### config.mk
export PLATFORM = sky130hd
export DESIGN_NAME = wdt_reset_gen
export DESIGN_NICKNAME = d
export VERILOG_FILES = /design/src/rtl/wdt_reset_gen.sv
export SDC_FILE = /design/constraint.sdc
export NUM_CORES = 1
export LEC_CHECK = 0
export CAP_MARGIN = 5
export CORE_MARGIN = 2
export CORE_UTILIZATION = 60
export CTS_BUF_LIST = sky130_fd_sc_hd__clkbuf_16
export CTS_CLUSTER_DIAMETER = 60
export DETAILED_ROUTE_END_ITERATION = 16
export DONT_BUFFER_PORTS = 1
export PLACE_DENSITY = 0.78
export SLEW_MARGIN = 10
export SYNTH_ARGS = -nofsm -noshare
export SYNTH_HDL_FRONTEND = slang
export SYNTH_SLANG_ARGS = --single-unit
### constraint.sdc
create_clock -name clk -period 3.5 [get_ports clk]
set_input_delay 0.7 -clock clk [delete_from_list [all_inputs] [get_ports clk]]
set_output_delay 0.7 -clock clk [all_outputs]
set_load 0.03 [all_outputs]
### src/rtl/wdt_reset_gen.sv
module wdt_reset_gen #(
  parameter int TO_W        = 8,
  parameter int TRIP_W      = 4,
  parameter int PULSE_TICKS = 1
) (
  input  logic              clk,
  input  logic              por_n,
  input  logic              sec_tick,
  input  logic              wr_en,
  input  logic [TO_W-1:0]   wr_data,
  output logic              cpu_rst,
  output logic [TRIP_W:0]   status
);
  localparam int PC_W = $clog2(PULSE_TICKS + 2);
  localparam logic [PC_W-1:0]   PULSE_LOAD = PC_W'(PULSE_TICKS + 1);
  localparam logic [TRIP_W-1:0] TRIP_MAX   = '1;

  logic [PC_W-1:0]   pulse_cnt;
  logic [TO_W-1:0]   to_load, to_cnt;
  logic [TRIP_W-1:0] trips;
  logic              sw_flag;

  wire sw_req = wr_en && (wr_data == '0);
  wire kick   = wr_en && (wr_data != '0);
  wire armed  = (to_load != '0);
  wire count  = sec_tick && !cpu_rst && armed && !wr_en;
  wire trip   = count && (to_cnt == TO_W'(1));

  assign cpu_rst = (pulse_cnt != '0);
  assign status  = {sw_flag, trips};

  always_ff @(posedge clk or negedge por_n) begin
    if (!por_n) begin
      pulse_cnt <= PULSE_LOAD;
      to_load   <= '0;
      to_cnt    <= '0;
      trips     <= '0;
      sw_flag   <= 1'b0;
    end else begin
      if (sw_req || trip)
        pulse_cnt <= PULSE_LOAD;
      else if (sec_tick && cpu_rst)
        pulse_cnt <= pulse_cnt - 1'b1;
      if (sw_req)
        sw_flag <= 1'b1;
      if (kick) begin
        to_load <= wr_data;
        to_cnt  <= wr_data;
      end else if (trip) begin
        to_cnt <= to_load;
        if (trips != TRIP_MAX) trips <= trips + 1'b1;
      end else if (count) begin
        to_cnt <= to_cnt - 1'b1;
      end
    end
  end

  assert_release_on_tick_R1: assert property (@(posedge clk) disable iff (!por_n)
    $fell(cpu_rst) |-> $past(sec_tick));
  assert_kick_no_rst_R3: assert property (@(posedge clk) disable iff (!por_n)
    (kick && !cpu_rst) |=> !cpu_rst);
  assert_sw_reset_R4: assert property (@(posedge clk) disable iff (!por_n)
    sw_req |=> (cpu_rst && pulse_cnt == PULSE_LOAD));
  assert_sw_keeps_wd_R5: assert property (@(posedge clk) disable iff (!por_n)
    sw_req |=> ($stable(to_load) && $stable(to_cnt)));
  assert_trips_monotone_R6: assert property (@(posedge clk) disable iff (!por_n)
    1'b1 |=> (trips >= $past(trips)));
  assert_sw_flag_sticky_R7: assert property (@(posedge clk) disable iff (!por_n)
    sw_flag |=> sw_flag);
  assert_no_count_in_rst_R9: assert property (@(posedge clk) disable iff (!por_n)
    (cpu_rst && !wr_en) |=> $stable(to_cnt) || (to_cnt == to_load));
endmodule

# After elaboration in Yosys (flattened, before gate mapping)
# Cells that the tools add are included.
[classes]
add_sub_neg = 3
eq_ne = 2
n_mux = 5
bitwise_logic = 1
reduce_logical = 17
[ops]
columns = ["op", "n"]
rows = [
  ["8-bit 2-to-1 mux", 3],
  ["8-bit nonzero test", 2],
  ["8-bit by 1-bit equality test with 1-bit output (second input constant)", 1],
  ["8-bit zero test", 1],
  ["8-bit by 1-bit subtractor with 8-bit output (second input constant)", 1],
  ["1-bit logical AND", 7],
  ["4-bit by 1-bit adder with 4-bit output (second input constant)", 1],
  ["2-bit 2-to-1 mux", 2],
  ["4-bit inequality test (second input constant)", 1],
  ["2-bit nonzero test", 2],
  ["3-bit AND reduction", 1],
  ["3-bit nonzero test", 1],
  ["1-bit zero test", 2],
  ["2-bit by 1-bit subtractor with 2-bit output (second input constant)", 1],
  ["1-bit logical OR", 1],
  ["1-bit NOT", 1],
]
[word_totals]
ff_bits = 23
inputBits = 12
wordCells = 33

# Logic depth before layout (Yosys ltp)
# Gate-level depths: netlist of the first run.
[logic_depth]
ltp_word = 8
mapped_depth = 8

# Worst setup path after synthesis of the first run
# Ideal clock, no wire load.
[synth_timing]
path_kind = "reg-to-reg"
start = "reg to_cnt[1]"
end = "reg trips[1]"
setup_ps = 125
arrival_ps = 2245
path_slack_ps = 1130
path_stages_with_launch = 9
n_path_buf = 2
synth_period_minus_slack_ps = 2370
cell_sequence = "dfrtp_1 > inv_1 > ha_1 > or3b_2 > clkbuf_1 > or2_1 > buf_6 > a311o_2 > mux2_4"
[synth_via]
elab_chain_len = 3
[synth_rtl]
columns = ["element", "line", "rtl"]
rows = [
  ["from (decl)", "19", "logic [TO_W-1:0] to_load, to_cnt;"],
  ["from (signal assigned)", "48", "to_cnt <= wr_data;"],
  ["from (signal assigned)", "50", "to_cnt <= to_load;"],
  ["from (signal assigned)", "53", "to_cnt <= to_cnt - 1'b1;"],
  ["8-bit by 1-bit equality test with 1-bit output", "27", "wire trip = count && (to_cnt == TO_W'(1));"],
  ["1-bit logical AND", "27", ""],
  ["3-bit AND reduction (no source line)", "n/a", ""],
  ["to (signal assigned)", "51", "if (trips != TRIP_MAX) trips <= trips + 1'b1;"],
  ["to (decl)", "20", "logic [TRIP_W-1:0] trips;"],
]
# No other way between the ends.
# A chain may end at the register's enable or synchronous reset.

# Final worst setup path of the first run
# Ends and elaborated chain as after synthesis.

==> results.md, run 1 <==
- The required time of the critical path is ~3.6 ns.
- The most frequently used flop master after synthesis is dfrtp_1.
- Synthesis produced a netlist whose cell count is between 100 and 150.
- The worst-case IR drop observed on VDD is 0.4368 mV.
- Of the total synthesized cell area, the portion taken by AND, OR, NAND and NOR gates is 0.2092.
- Across all hold checks on the routed design, the worst slack comes to 0.1321 ns.
- For this block, the initial DRC count from the detailed router was 31.
- The largest incremental delay on the critical path is about 0.54 ns.
- The met3 usage in global routing is 0.07018.
- Counting every net in the synthesized netlist gives 157.
- The worst hold path belongs to the class input port to async pin.
- The first global-routing pass estimated roughly 4700 um of wire.
- The share of cells above drive strength 1 is 0.1286.
- The final clock skew is ~0.0021 ns.
- Setup repair after global routing left no endpoint under its margin.
- The proportion of synthesized flip-flops having asynchronous set or reset is 1.000.
- The category of the worst setup path launch point is a register.
- The count of input and output buffers is 0.
- The power per cell area is between 500 and 600 nW/um^2.
- Wires add up to around 2700 um.
- The mux share of post-synthesis cell area is 0.04482.
- The floorplan has 17 rows.
- The fraction of met2 tracks used by global routing is 0.3983.
- The source-to-sink clock delay at the later pin of the worst-skew pair is roughly 0.26 ns.
- The main combinational cell family by area after synthesis is simple AND/OR/NAND/NOR gates.
- The compound-gate portion of the synthesized area is 0.1811.
- The flip-flop and latch count after synthesis is 23.
- The slew at the pin with the worst max-slew slack is 0.3854 ns.
- Summed over all nets, the half-perimeter wirelength after detailed placement is slightly above 2000 um.
- The cell family contributing the most delay on the critical path is simple AND/OR/NAND/NOR gates.
- In the global route stage, overall resource usage came out at 0.2446.
- The vertical die dimension is just over 50 um.
- The critical path endpoint category is a register.
- The largest net degree at the start of global routing is 24.
- Traced cell by cell, the critical path runs through inv_1 > ha_1 > or3b_2 > or2_1 > a311o_2 > mux2_4.
- The core box area is approximately 2200 um^2.
- The analysis attributes to cell leakage a power of ~0.63 nW.
- The routed via count divided by cell count is 6.256.
- The critical path in this run is classified as register to register.
- The clock-pin slew on the worst setup and hold paths is approximately 0.060 ns.
- The share of Yosys cell area claimed by the top area cell type is 0.4108.
- The cell with the largest stage delay on the worst path is or3b_2.
- The floorplan die width is 51.26 um.
- The highest clock frequency the design can meet is approximately 400 MHz.
- The repair_antennas step left the layout with diodes totalling 0.
- In this run, post-CTS hold repair placed 0 buffers.
- The detail route stage leaves a number of antenna-violating nets equal to 0.
- Dividing the final minimum period by the clock period gives 0.7005.
- The post-CTS setup repair buffer count is 0.
- Setup violations remaining at the end of the flow were counted as 0.
- The proportion of synthesized chip area in sequential cells is 0.4304.
- After detailed routing, the average wire length per cell comes to about 16 um.
- Together, buffers and inverters on the worst path number 1.
- After synthesis, the cell types taking the most area are dfrtp_1 41%, nand2_1 6.2%, ha_1 3.7%, o21ai_0 3.7%, mux2_2 3.4%.
- Of the total synthesized cell area, the portion taken by XOR and XNOR cells is 0.03268.
- In this run the clock root is driven by a clkbuf_16.
- The total of cells resized after clock tree synthesis is 0.
- The total number of H-tree levels is 1.
- The global routing stage identified its most utilized layer as met2.
- Of the total synthesized cell area, the portion taken by full adders, half adders and majority gates is 0.03735.
- By count the netlist is led by 22 x dfrtp_1, 22 x nand2_1, 10 x o21ai_0.
- In this run the worst path has a maximum fanout of 9.
- The initial antenna violation count came to 0.
- The number of max-slew violations in the final report came to 0.
- The number of endpoints with negative hold slack in the final report was 0.
- STA puts the critical path data arrival time at around 2.6 ns.
- For the finished layout, the period the worst path requires is between 2 and 2.5 ns.
- For this run, the detailed router's first-pass iteration total came to 4.
- The met1 global-route usage is 0.3002.
- The congestion estimate from routability-driven global placement came to about 0.9.
- The number of buffers created by CTS is 3.
- After global routing the overflow that remains totals 0.
- The number of global-route vias before repair is roughly 1000.
- The run finished with clean final reports.
- Summed over all instances, the cell type with the most area after synthesis is dfrtp_1.
- For this design the top-level I/O count stands at 18.
- The worst max-slew margin expressed relative to the limit is 0.7431.
- The area of the mapped netlist is around 1300 um^2.
- The number of remaining DRC errors is 0.
- The number of library cell types mapped by synthesis is between 40 and 50.
- TritonCTS built the clock tree.
- The number of max-cap violations is 0.
- Setup total negative slack on the finished layout was measured at 0 ns.
- The routed via count is between 1000 and 1500.
- The die covers about 2600 um^2.
- The initial utilization of the core area, before any placement, comes to 0.6176.
- In this run, synthesis inferred 0 flip-flops with an integrated enable.
- The sink count of the clock tree is 23.
- The count of warnings emitted by yosys is 0.
- The layout-stage area growth over the synthesis result is 5.976%.
- Each instance of the synthesized netlist takes up on average 9.504 um^2.
- The number of nets in the layout is approximately 160.
- The buffer depth of the longest clock path is 2.
## sequential cells by signal, indices dropped and copies added, names as in the netlist
| signal | cells |
|---|---|
| to_cnt | 8 |
| trips | 4 |
| to_load | 8 |
| sw_flag | 1 |
| pulse_cnt | 2 |
## stage by stage
step,area (um^2),instances,util,setup WS (ns),power [mW]
after floorplan,1340,141,-,1.130,0.5176
after global placement,1341,164,0.6182,1.151,0.5402
after detailed placement,1341,164,0.6182,1.074,0.5525
after CTS,1420,168,0.6546,1.060,0.7935
after global routing,1420,168,0.6546,0.9659,0.8401
final,1420,168,0.6546,1.048,0.7889
## logic make-up after synthesis
family,count (synthesis)
simple gates,55
compound gates,33
flops,23
buf+inv,16
xor+xnor,5
mux,5
fa+ha+maj,4
## power by group
part           switching (mW)  total, mW  internal [mW]
combinational           0.107      0.196         0.0891
sequential             0.0442      0.352          0.308
clock                  0.0884      0.241          0.152
## cell type report
class,instances,area [um^2]
Clock buffer,3,75.07
Fill cell,171,749.5
Timing Repair Buffer,3,22.52
Tap cell,28,35.03
Inverter,8,30.03
Multi-Input combinational cell,102,676.9
Sequential cell,23,576.8
Clock inverter,1,3.754
## placed cells by master (no fill, tap or decap), types with 4 or more instances in the layout
cell      n
dfrtp_1  22
ha_1      4
inv_1     9
mux2_2    4
nand2_1  22
nor2_1    6
nor3_1    7
o21ai_0  10
or4_1     4
xnor2_1   5
## path summary, 6_finish.rpt
kind	slack (ns)	end	from	cells after the start
worst max-delay path	1.05	trips[1]	to_cnt[1]	6
worst min-delay path	0.13	sw_flag	por_n	0
worst max register to register	1.05	trips[1]	to_cnt[1]	6
worst min register to register	0.49	to_load[2]	to_load[2]	2
max in group asynchronous	3.20	pulse_cnt[1]	por_n	0
min in group clk	0.49	to_load[2]	to_load[2]	2
## routing by layer
metal / up-vias / share of wire
li1: 505 / -
met1: 511 / 0.44
met2: 30 / 0.48
met3: 5 / 0.061
met4: 0 / 0.020
met5: - / 0
(Power assumes the default switching activity.)
==> run 2: changes to the inputs <==
--- a/config.mk
+++ b/config.mk
@@ -7,12 +7,12 @@
 export LEC_CHECK = 0
 export CAP_MARGIN = 5
 export CORE_MARGIN = 2
-export CORE_UTILIZATION = 60
+export CORE_UTILIZATION = 55
 export CTS_BUF_LIST = sky130_fd_sc_hd__clkbuf_16
 export CTS_CLUSTER_DIAMETER = 60
 export DETAILED_ROUTE_END_ITERATION = 16
 export DONT_BUFFER_PORTS = 1
-export PLACE_DENSITY = 0.78
+export PLACE_DENSITY = 0.75
 export SLEW_MARGIN = 10
 export SYNTH_ARGS = -nofsm -noshare
 export SYNTH_HDL_FRONTEND = slang
==> constraint.sdc (replaced) <==
create_clock -name clk -period 2 [get_ports clk]
set_input_delay 0.4 -clock clk [delete_from_list [all_inputs] [get_ports clk]]
set_output_delay 0.4 -clock clk [all_outputs]
set_load 0.03 [all_outputs]
==> results.md, run 2 (same netlist as run 1, synthesis figures left out) <==
- The count of routing violations after the opening detailed-route iteration is 28 (was 31).
- The number of global-route vias before repair is 1176 (was 1046).
- The worst hold path passes through 2 cells.
- The type of the worst min-delay path is input port to register (was input port to async pin).
- The data arrival time of the critical path is 2.13 ns (was 2.60 ns).
- The average wire per standard cell was 17.26 um (was 16.36 um).
- The floorplan die width came to 53.36 um (was 51.26 um).
- The number of max-cap violations was 0 (unchanged).
- The startpoint of the worst hold path is wr_en.
- The number of endpoints with negative hold slack in the final report is 0 (unchanged).
- The global-route wire length before repair is 5292 um (was 4733 um).
- The leakage power summed over all cells came to 0.6950 nW (was 0.6259 nW).
- The startpoint-to-endpoint class of the critical path is register to register (unchanged).
- The final clock skew is 0.001998 ns (was 0.002090 ns).
- The total global routing track utilization is 0.2643 (was 0.2446).
- The required time of the critical path is 2.14 ns (was 3.64 ns).
- The power per cell area was 949.2 nW/um^2 (was 555.5 nW/um^2).
- The first-pass detailed-route iteration total was 4 (unchanged).
- The setup-violating endpoint count in the final report is 0 (unchanged).
- The startpoint of the worst register-to-register path is to_cnt[1] (unchanged).
- The residual overflow from global routing came to 0 (unchanged).
- The ratio of final minimum period to clock period is 0.9948 (was 0.7005).
- The routed via count was 1122 (was 1051).
- The source-to-sink clock delay at the later pin of the worst-skew pair is 0.26 ns (about the same).
- Commonest cells after routing, fill and taps aside: 22 x nand2_1, 22 x dfrtp_1, 14 x buf_4 (was 22 x nand2_1, 22 x dfrtp_1, 10 x o21ai_0).
- The cell depth of the worst flop-to-flop path came to 6 (unchanged).
- The worst max-slew margin expressed relative to the limit is 0.3023 (was 0.7431).
- The critical path endpoint category was a register (unchanged).
- The sink of the worst hold path is to_load[3].
- The routability-driven placement congestion ratio was 0.8354 (was 0.8974).
- The largest net degree at the start of global routing is 24 (unchanged).
- The row count is 17 (unchanged).
- The sum of negative setup slack is 0 ns (unchanged).
- The family of cells with the greatest summed delay on the critical path is simple AND/OR/NAND/NOR gates (unchanged).
- The vertical die dimension came to 53.36 um (was 51.26 um).
- The die area is 2847 um^2 (was 2628 um^2).
- The minimum clock period was 1.990 ns (was 2.452 ns).
- The sink count of the clock tree came to 23 (unchanged).
- The detailed-route wire length is 3124 um (was 2749 um).
- The total power after layout was 1.481 mW (was 0.7889 mW).
- Registers with the most flip-flops: to_cnt x8, to_load x8, trips x4 (unchanged).
- Result of the run: finished, final reports clean (unchanged).
- The I/O pin total is 18 (unchanged).
- The largest incremental delay on the critical path is 0.39 ns (was 0.54 ns).
- The library cell used as clock root buffer is clkbuf_16 (unchanged).
- The clock-pin slew on the worst setup and hold paths is 0.06 ns (about the same).
- The core box area came to 2255 um^2 (was 2170 um^2).
- The placed instance area was 1449 um^2 (was 1341 um^2).
- The total number of H-tree levels is 1 (unchanged).
- The post-detailed-route count of antenna-violating nets was 0 (unchanged).
- The routed via count divided by cell count is 6.199 (was 6.256).
- The endpoint of the lowest-slack register-to-register path is trips[1] (unchanged).
- The count of input and output buffers is 0 (unchanged).
- The highest clock frequency the design can meet is 502.6 MHz (was 407.8 MHz).
- The number of antenna repair diodes is 0 (unchanged).
- The cell with the largest stage delay on the worst path is dfrtp_1 (was or3b_2).
- The biggest fanout along the worst timing path is 4 (was 9).
- Worst-path cell chain: inv_2 > ha_4 > or3b_4 > or2_4 > a311o_2 > mux2_4 (was inv_1 > ha_1 > or3b_2 > or2_1 > a311o_2 > mux2_4).
- The starting utilization of the core area came to 0.5943 (was 0.6176).
- The maximum VDD drop is 0.6403 mV (was 0.4368 mV).
- The initial antenna violation count is 0 (unchanged).
- The number of max-slew violations in the final report is 0 (unchanged).
- The number of remaining DRC errors was 0 (unchanged).
- The slew at the pin with the worst max-slew slack came to 1.043 ns (was 0.3854 ns).
- The number of buffers created by CTS is 3 (unchanged).
- The TritonCTS clock tree is yes (unchanged).
- The final HPWL from detailed placement came to 2202 um (was 2047 um).
- RSZ-0062 raised after global routing: true (was false).
- The buffer depth of the longest clock path was 2 (unchanged).
- The register-to-register setup slack was 0.01 ns (was 1.05 ns).
- The layout-stage area growth over the synthesis result is 16.43% (was 5.976%).
- The share of cells above drive strength 1 is 0.2288 (was 0.1286).
- The number of nets in the layout is 170 (was 157).
- The buffering stage count on the worst path with inverters included is 1 (unchanged).
- The category of the worst setup path launch point was a register (unchanged).
- The final design instance area without fill is 1560 um^2 (was 1420 um^2).
==> run 2: changes by cell type in the layout (fill, tap and decap cells not counted), sizes merged <==
cell	delta
dlygate4sd3	+1
buf	+12
==> run 2: power by group <==
part           switching [mW]  internal [mW]
clock                   0.162          0.267
combinational           0.254          0.213
sequential             0.0478          0.538
total                   0.463           1.02
==> run 2: how the worst max path moves through the flow <==
stage                    from  endpoint  slack [ns]  cells past startpoint
CTS                 to_cnt[1]  trips[1]       0.009                      6
detailed placement  to_cnt[1]  trips[1]       -0.05                      6
global route        to_cnt[1]  trips[1]       -0.03                      6
finish              to_cnt[1]  trips[1]        0.01                      6
global placement    to_cnt[1]  trips[1]        0.02                      6
floorplan           to_cnt[1]  trips[1]       -0.24                      8
==> run 2: through the flow <==
| step | setup slack [ns] | hold slack, ns | cells | util |
|---|---|---|---|---|
| 2_1_floorplan | -0.2437 | 0.1044 | 141 | - |
| 3_3_place_gp | 0.01937 | 0.1049 | 176 | 0.6426 |
| 3_5_place_dp | -0.04803 | 0.1051 | 176 | 0.6426 |
| 4_1_cts | 0.009289 | 0.2492 | 181 | 0.6876 |
| 5_1_grt | -0.03198 | 0.2524 | 181 | 0.6920 |
| 6_report | 0.01046 | 0.2530 | 181 | 0.6920 |
==> run 2: final cells by class <==
class,instances,area (um^2)
inverters,8,30.03
repair buffers,16,135.1
multi-input cells,102,704.4
fillers,169,694.4
clock inverters,1,3.754
well taps,28,35.03
flip-flops and latches,23,576.8
clock buffers,3,75.07
==> run 2: repair_timing <==
item,4_1_cts,5_1_grt
resized for setup,3,2
setup buffers,0,0
setup endpoints to repair,1,3
hold buffers,1,0
hold endpoints to repair,23,0
==> run 2: routing by layer <==
metal | track usage | share of wire | vias to the layer above
met5 | 0 | 0 | -
met3 | 0.03390 | 0.056 | 9
met2 | 0.4506 | 0.50 | 40
met1 | 0.3204 | 0.42 | 540
met4 | 0.1368 | 0.023 | 0
li1 | - | - | 533
==> run 3: changes to the inputs <==
--- a/config.mk
+++ b/config.mk
@@ -7,12 +7,12 @@
 export LEC_CHECK = 0
 export CAP_MARGIN = 5
 export CORE_MARGIN = 2
-export CORE_UTILIZATION = 55
+export CORE_UTILIZATION = 40
 export CTS_BUF_LIST = sky130_fd_sc_hd__clkbuf_16
 export CTS_CLUSTER_DIAMETER = 60
 export DETAILED_ROUTE_END_ITERATION = 16
 export DONT_BUFFER_PORTS = 1
-export PLACE_DENSITY = 0.75
+export PLACE_DENSITY = 0.58
 export SLEW_MARGIN = 10
 export SYNTH_ARGS = -nofsm -noshare
 export SYNTH_HDL_FRONTEND = slang
==> results.md, run 3 (same netlist as run 1, synthesis figures left out) <==
- Result of the run: finished, final reports clean (unchanged).
- The biggest fanout along the worst timing path came to 4 (unchanged).
- Registers with the most flip-flops: to_cnt x8, to_load x8, trips x4 (unchanged).
- The core box area is 3284 um^2 (was 2255 um^2).
- The endpoint of the lowest-slack register-to-register path is trips[1] (unchanged).
- The final clock skew is 0.003876 ns (was 0.001998 ns).
- The row count is 21 (was 17).
- The ratio of final minimum period to clock period is 0.9829 (was 0.9948).
- The slew at the pin with the worst max-slew slack is 0.3932 ns (was 1.043 ns).
- The final critical-path setup slack is 0.03418 ns (was 0.01046 ns).
- The startpoint of the worst register-to-register path is to_cnt[1] (unchanged).
- The switching share of power came to 0.3071 (was 0.3128).
- The number of global-route vias before repair is 1132 (was 1176).
- The count of routing violations after the opening detailed-route iteration is 47 (was 28).
- The total placed cells including tap cells is 195 (was 176).
- The share of cells above drive strength 1 came to 0.2795 (was 0.2288).
- The total number of H-tree levels is 1 (unchanged).
- The initial antenna violation count came to 0 (unchanged).
- The count of input and output buffers is 0 (unchanged).
- The starting utilization of the core area is 0.4080 (was 0.5943).
- The first-pass detailed-route iteration total was 4 (unchanged).
- The leakage power summed over all cells was 0.7334 nW (was 0.6950 nW).
- The placed instance area is 1466 um^2 (was 1449 um^2).
- The clock-pin slew on the worst setup and hold paths is 0.06 ns (about the same).
- The number of buffers created by CTS came to 3 (unchanged).
- The largest net degree at the start of global routing was 24 (unchanged).
- The vertical die dimension is 61.88 um (was 53.36 um).
- The maximum VDD drop is 0.4631 mV (was 0.6403 mV).
- The final design instance area without fill is 1652 um^2 (was 1560 um^2).
- The I/O pin total is 18 (unchanged).
- The number of antenna repair diodes was 0 (unchanged).
- The category of the worst setup path launch point is a register (unchanged).
- The power per cell area came to 929.7 nW/um^2 (was 949.2 nW/um^2).
- The internal power is 1.064 mW (was 1.018 mW).
- The worst hold path cell count is 2 (unchanged).
- The final HPWL from detailed placement came to 2320 um (was 2202 um).
- The number of remaining DRC errors came to 0 (unchanged).
- The total power after layout is 1.535 mW (was 1.481 mW).
- The buffer depth of the longest clock path is 2 (unchanged).
- The die area is 3829 um^2 (was 2847 um^2).
- The critical path endpoint category was a register (unchanged).
- The number of endpoints with negative hold slack in the final report is 0 (unchanged).
- The net switching power is 0.4715 mW (was 0.4632 mW).
- The part of the power in combinational logic is 0.334 (was 0.315).
- The routed via count divided by cell count is 5.396 (was 6.199).
- The average wire per standard cell came to 15.00 um (was 17.26 um).
- The cell depth of the worst flop-to-flop path is 6 (unchanged).
- The source-to-sink clock delay at the later pin of the worst-skew pair is 0.26 ns (about the same).
- The portion of total power attributed to the clock network is 0.283 (was 0.289).
- The detailed-route wire length was 3104 um (was 3124 um).
- The routability-driven placement congestion ratio is 0.8624 (was 0.8354).
- The setup-violating endpoint count in the final report is 0 (unchanged).
- The register-to-register setup slack was 0.03 ns (was 0.01 ns).
- The startpoint of the worst hold path is wr_en (unchanged).
- The proportion of power drawn by flip-flops and latches came to 0.382 (was 0.396).
- The sink count of the clock tree is 23 (unchanged).
- The floorplan die width is 61.88 um (was 53.36 um).
- The highest clock frequency the design can meet is 508.7 MHz (was 502.6 MHz).
- The library cell used as clock root buffer is clkbuf_16 (unchanged).
- The post-layout instance count excluding filler cells is 207 (was 181).
- The required time of the critical path was 2.14 ns (about the same).
- The total global routing track utilization is 0.1858 (was 0.2643).
- The post-detailed-route count of antenna-violating nets is 0 (unchanged).
- The worst max-slew margin expressed relative to the limit is 0.7379 (was 0.3023).
- The number of max-cap violations is 0 (unchanged).
- The number of nets in the layout is 178 (was 170).
- The number of max-slew violations in the final report came to 0 (unchanged).
- The data arrival time of the critical path is 2.11 ns (was 2.13 ns).
- The global-route wire length before repair is 5209 um (was 5292 um).
- The minimum clock period is 1.966 ns (was 1.990 ns).
- The routed via count is 1117 (was 1122).
- RSZ-0062 raised after global routing: true (unchanged).
- The type of the worst min-delay path is input port to register (unchanged).
- The layout-stage area growth over the synthesis result is 23.25% (was 16.43%).
- Commonest cells after routing, fill and taps aside: 22 x nand2_1, 22 x buf_4, 22 x dfrtp_1 (was 22 x nand2_1, 22 x dfrtp_1, 14 x buf_4).
- The residual overflow from global routing is 0 (unchanged).
- The worst setup path startpoint is to_cnt[1] (unchanged).
- The number of filler cells placed in the layout is 314 (was 169).
- The startpoint-to-endpoint class of the critical path is register to register (unchanged).
- The sink of the worst hold path was to_load[4] (was to_load[3]).
- The worst setup timing slack at the placement stage is -0.04710 ns (was -0.04803 ns).
- The tightest hold margin is 0.2530 ns (about the same).
- The TritonCTS clock tree is yes (unchanged).
## run 3: cell count changes in the layout (fill, tap and decap cells not counted), sizes merged
| cell | previous run | this run |
|---|---|---|
| buf | 15 | 23 |
| clkinv | 0 | 1 |
| inv | 9 | 8 |
## run 3: area by class of cell
type / count / area (um^2) / area share
Sequential cell: 23 / 576.8 / 0.3492
Timing Repair Buffer: 24 / 195.2 / 0.1182
Inverter: 8 / 30.03 / 0.01818
Tap cell: 46 / 57.56 / 0.03485
Clock inverter: 1 / 5.005 / 0.003030
Clock buffer: 3 / 75.07 / 0.04545
Multi-Input combinational cell: 102 / 711.9 / 0.4311
## run 3: critical path, cell delays in order (launching register included)
cell and delay (ns):
dfrtp_1 0.39, inv_2 0.08, ha_4 0.12, or3b_4 0.37
or2_4 0.25, a311o_2 0.34, mux2_4 0.30
## run 3: metal layers
layer	global-route usage	vias to the layer above	wire length, um
met1	0.2455	538	1388
met5	0	-	0
li1	-	550	-
met2	0.3158	25	1592
met4	0.05471	0	31
met3	0.02692	4	91
## run 3: what timing repair did
item	4_1_cts	5_1_grt
setup endpoints to repair	2	4
pin swaps	2	2
gates resized for setup	3	4
setup buffers	5	1
hold buffers	2	0
endpoints found under the hold margin	23	0
## run 3: worst max-delay path by stage
stage	cells after the start	slack [ns]	endpoint
2_1_floorplan	8	-0.24	trips[1]
3_3_place_gp	6	0.007	trips[1]
3_5_place_dp	6	-0.05	trips[1]
4_1_cts	6	-0.03	trips[1]
5_1_grt	6	-0.02	trips[1]
6_report	6	0.03	trips[1]
## run 3: per-stage QoR
step,setup TNS [ns],util
after floorplan,-0.6073,-
after global placement,0,0.4465
after detailed placement,-0.04710,0.4465
after CTS,-0.03347,0.4952
after global routing,-0.01819,0.5029
final,0,0.5029
## run 3: power by group through the flow
| stage | Clock (mW) | Sequential, mW | Combinational (mW) |
|---|---|---|---|
| floorplan | 0 | 0.590 | 0.322 |
| global placement | 0 | 0.590 | 0.435 |
| detailed placement | 0 | 0.592 | 0.452 |
| CTS | 0.444 | 0.586 | 0.501 |
| global route | 0.456 | 0.594 | 0.581 |
| finish | 0.435 | 0.587 | 0.513 |
